$ cat config.mk
export PLATFORM = sky130hd
export DESIGN_NAME = frac_rate_gen
export DESIGN_NICKNAME = d
export VERILOG_FILES = /design/src/rtl/frac_rate_gen.sv
export SDC_FILE = /design/constraint.sdc
export NUM_CORES = 1
export LEC_CHECK = 0
export BUFFER_PORTS_ARGS = -buffer_cell sky130_fd_sc_hd__buf_2
export CAP_MARGIN = 25
export CORE_MARGIN = 1
export CORE_UTILIZATION = 55
export DETAILED_ROUTE_END_ITERATION = 16
export GPL_ROUTABILITY_DRIVEN = 0
export PLACE_DENSITY = 0.73
export SLEW_MARGIN = 30
export SYNTH_ARGS = -nofsm -noshare
export SYNTH_HDL_FRONTEND = slang
export SYNTH_SLANG_ARGS = --single-unit
$ cat constraint.sdc
create_clock -name clk -period 6.3 [get_ports clk]
set_clock_uncertainty 0.2 [all_clocks]
set_input_delay 0.63 -clock clk [delete_from_list [all_inputs] [get_ports clk]]
set_output_delay 0.63 -clock clk [all_outputs]
set_load 0.05 [all_outputs]
$ cat src/rtl/frac_rate_gen.sv
module frac_rate_gen #(
  parameter int FW = 16
) (
  input  logic          clk,
  input  logic          rst_n,
  input  logic [2*FW-1:0] cfg_word,
  output logic          tick_o,
  output logic          div_clk_o
);
  localparam int AW = FW + 1;

  logic [FW-1:0] num_q, den_q;
  logic [AW-1:0] acc_q;

  wire [FW-1:0] num_in = cfg_word[2*FW-1:FW];
  wire [FW-1:0] den_in = cfg_word[FW-1:0];

  // load only non-zero fields that change the ratio
  wire take   = (num_in != '0) && (den_in != '0) && ({num_in, den_in} != {num_q, den_q});
  wire cfg_ok = (den_q != '0) && (num_q <= den_q);

  wire [AW-1:0] sum = acc_q + AW'(num_q);

  assign tick_o = cfg_ok && (sum >= AW'(den_q));

  always_ff @(posedge clk or negedge rst_n) begin
    if (!rst_n) begin
      num_q     <= '0;
      den_q     <= '0;
      acc_q     <= '0;
      div_clk_o <= 1'b0;
    end else if (take) begin
      num_q     <= num_in;
      den_q     <= den_in;
      acc_q     <= '0;
      div_clk_o <= 1'b0;
    end else if (cfg_ok) begin
      acc_q <= tick_o ? sum - AW'(den_q) : sum;
      if (tick_o) div_clk_o <= ~div_clk_o;
    end
  end
endmodule

==> run_results.csv <==
group,metric,value,unit
status,run_status,"complete, no violations",
global_route,grt_first_pass_wirelength,17900,µm
yosys,postSynthCellCount,488,
yosys,synth_async_sr_flop_share,100,%
setup_path,criticalPathCategory,"flip-flop to output port",
global_route,antenna_violations_before_repair,0,
sta,fin_ws,0.695,ns
global_route,grt_usage,27.4,%
place,dp_hpwl,8960,µm
routing,detail_route.wirelength,11000,µm
cts,clk_pin_slew,0.10,ns
setup_path,type_of_element_capturing_the_critical_path,"output port",
die,starting_utilization_of_the_core_area,56.7,%
setup_path,worst-path-buf-inv,2,
routing,number_of_routed_nets_with_antenna_violations,0,
final_layout,antenna_cells,0,
setup_path,arrival,4.78,ns
global_route,first_global_vias,3663,
final_layout,fillCellCount,650,
sta,timing.final.crit_share,89.0,%
cts,cts_max_level,2,
sta,timing_max_transition_violations_final,0,
routing,detail_route.drc_violations,0,
setup_path,cp_top_family,"compound AO/OA/AOI/OAI gates",
place,port-buffer-count,35,
final_layout,layout_commonest_cell,"dfrtp_1",
die,rows,32,
cts,cts-resized-gates,0,
power_and_ir_drop,power-per-cell-area,163,mW/mm²
routing,dr.pass1.iters,4,
final_layout,final_nets,606,
setup_path,crit_chain,"ha_1 -> a211oi_1 -> nor2_1 -> o41ai_1 -> a211oi_1 -> o31a_1 -> o21ai_1 -> o31a_1 -> ha_1 -> nor3_1 -> a311oi_1 -> a31o_1 -> a221oi_2 -> nor3b_2 -> buf_4 -> nor2_1 -> buf_2",
die,floorplan.core_area,0.00773,mm²
cts,clock_latency,0.31,ns
global_route,overflow,0,
power_and_ir_drop,power.leakage,2.18,nW
sta,tightest_slew,0.914,ns
yosys,synth.ff_latch_count,50,
setup_path,cp-start-kind,"flip-flop",
die,die-width,91.2,µm
yosys,postSynthNetCount,572,
yosys,synth-seq-area-share,28.6,%
final_layout,utilization,61.6,%
yosys,syn_area,0.00438,mm²
cts,clock_tree.root_cell,"clkbuf_8",
setup_path,timing.critical_path.required,5.47,ns
setup_path,worstPathMaxFanout,14,
final_layout,sequential_cell_area,0.00125,mm²
setup_path,crit_path_max_incr_delay,0.57,ns
sta,timing.setup.tns,0,ns
cts,inserted_clock_buffers,5,
routing,detail_route.wl_per_cell,17.6,µm
sta,relSlewSlack,38.9,%
cts,cts.sink_count,50,
cts,post-cts-setup-buffer-count,0,
sta,final.min_clock_period,5.61,ns
final_layout,most-common-layout-cells,"50 x dfrtp_1, 48 x xnor2_1, 48 x ha_1",
die,boundaryPins,36,
yosys,ys_warnings,0,
place,preCtsSetupSlack,1.10,ns
sta,achievable-frequency,178,MHz
setup_path,critical_path.slowest_cell,"o41ai_1",
routing,drtIter0Drc,258,
final_layout,multiInputGateArea,0.00300,mm²
sta,report.final.hold_viol_count,0,
sta,setup_repair_after_global_routing_missed_its_margin,"false",
yosys,postSynth.topFlopCell,"dfrtp_1",
die,floorplan.die_area,0.00832,mm²
final_layout,area_delta_synth_final,8.66,%
yosys,synth_edf_count,0,
routing,routed_via_density,6.21,
cts,cts_hold_buffers,0,
cts,clk_path_buf_depth,2,
yosys,syn_avg_cell_area,8.97,µm²
routing,dr_total_vias,3882,
cts,clock_tree_from_tritoncts,"built",
yosys,netlist-cell-type-count,56,
worst_hold_path,min_path_type,"input pin to asynchronous set/reset pin",
die,fp.dieH,91.2,µm
flow_run,number_of_max_capacitance_violations_reported,0,
sta,final_setup_violating_endpoints,0,
final_layout,final_layout_size_suffix_gt1_share,14.1,%
power_and_ir_drop,vdd.ir_drop.worst,0.106,mV
global_route,grt_start_max_net_pins,51,
==> area by class of cell <==
type / count / area share, %
Sequential cell: 50 / 26.3
Inverter: 25 / 1.97
Clock inverter: 3 / 0.447
Clock buffer: 5 / 1.45
Tap cell: 102 / 2.68
Timing Repair Buffer: 38 / 4.16
Multi-Input combinational cell: 402 / 63.0
==> cell usage after synthesis (2+ instances only) <==
cell type	instances	area share, %
dfrtp_1	50	29
ha_1	48	14
xnor2_1	48	9.6
nand2_1	40	3.4
nor2_1	35	3.0
o21ai_0	30	3.4
inv_1	25	2.1
a21oi_1	24	2.7
nand4_1	17	2.4
nor4_1	17	2.4
mux2_2	15	3.9
a211oi_1	11	1.9
nor3_1	11	1.3
a311oi_1	9	1.8
a21o_1	8	1.4
clkbuf_1	8	0.69
nand2b_1	7	1.0
nor2b_1	7	1.0
o21a_1	6	1.0
o2bb2ai_1	6	1.2
xor2_1	6	1.2
a31oi_1	5	0.71
mux2i_1	4	0.91
nand3_1	4	0.46
o31a_1	4	0.80
or3_1	4	0.57
or2_2	3	0.43
and2_1	2	0.29
and4_1	2	0.40
buf_2	2	0.23
fa_1	2	0.91
mux2_4	2	0.69
o211ai_1	2	0.34
o41ai_1	2	0.40
==> layer usage <==
metal	vias to the layer above	track usage [%]	part of all wire [%]
met1	1842	37.5	47
li1	1879	-	-
met5	-	0	0
met4	0	12.2	4.4
met3	34	2.93	4.1
met2	127	43.9	45
==> worst reg2reg max path, cell delays in order (launching register included) <==
cell and delay [ns]:
dfrtp_1 0.44, ha_1 0.32, a211oi_1 0.21, nor2_1 0.12, o41ai_1 0.57, a211oi_1 0.24
o31a_1 0.36, o21ai_1 0.17, o31a_1 0.16, ha_1 0.28, nor3_1 0.25, a311oi_1 0.07
a31o_1 0.23, a221oi_2 0.31, or3b_1 0.66, mux2_4 0.40, o2bb2ai_1 0.14
==> sequential cells by signal, indices dropped and copies added (netlist names) <==
name       cells
acc_q         17
den_q         16
div_clk_o      1
num_q         16
==> final timing paths <==
check | from | to | slack, ns | cells after the start
setup / recovery | num_q[1] | tick_o | 0.69 | 17
hold / removal | rst_n | den_q[0] | 0.21 | 2
setup reg to reg | num_q[1] | acc_q[0] | 1.08 | 16
hold reg to reg | acc_q[0] | acc_q[0] | 0.32 | 1
max in group asynchronous | rst_n | den_q[12] | 5.25 | 2
min in group clk | acc_q[0] | acc_q[0] | 0.32 | 1
==> metrics by stage <==
step           cells  hold slack (ns)  cell area (µm²)  power, mW
2_1_floorplan    488            0.134             4380      0.511
3_3_place_gp     617            0.280             4670      0.572
3_5_place_dp     617            0.284             4670      0.578
4_1_cts          625            0.249             4760      0.771
5_1_grt          625            0.288             4760      0.810
6_report         625            0.209             4760      0.773
==> cell families (layout without fill, tap and decap cells) <==
| kind of cell | Yosys count | in the layout | synth area share (%) |
|---|---|---|---|
| xor gates and xnor gates | 54 | 54 | 10.8 |
| muxes | 21 | 21 | 5.46 |
| DFF | 50 | 50 | 28.6 |
| buffers and inverters | 36 | 71 | 3.23 |
| AOI/OAI and AO/OA | 121 | 121 | 19.1 |
| and+or+nand+nor | 156 | 156 | 18.2 |
| adders and majority gates | 50 | 50 | 14.6 |
==> where the power goes <==
part | total (mW) | switching [mW] | internal [mW] | leakage, nW
Combinational | 0.228 | 0.131 | 0.0975 | 1.51
Clock | 0.200 | 0.121 | 0.0785 | 0.0441
Sequential | 0.345 | 0.0143 | 0.331 | 0.624
Total | 0.773 | 0.266 | 0.507 | 2.18
Power figures use the tool's default switching activity.
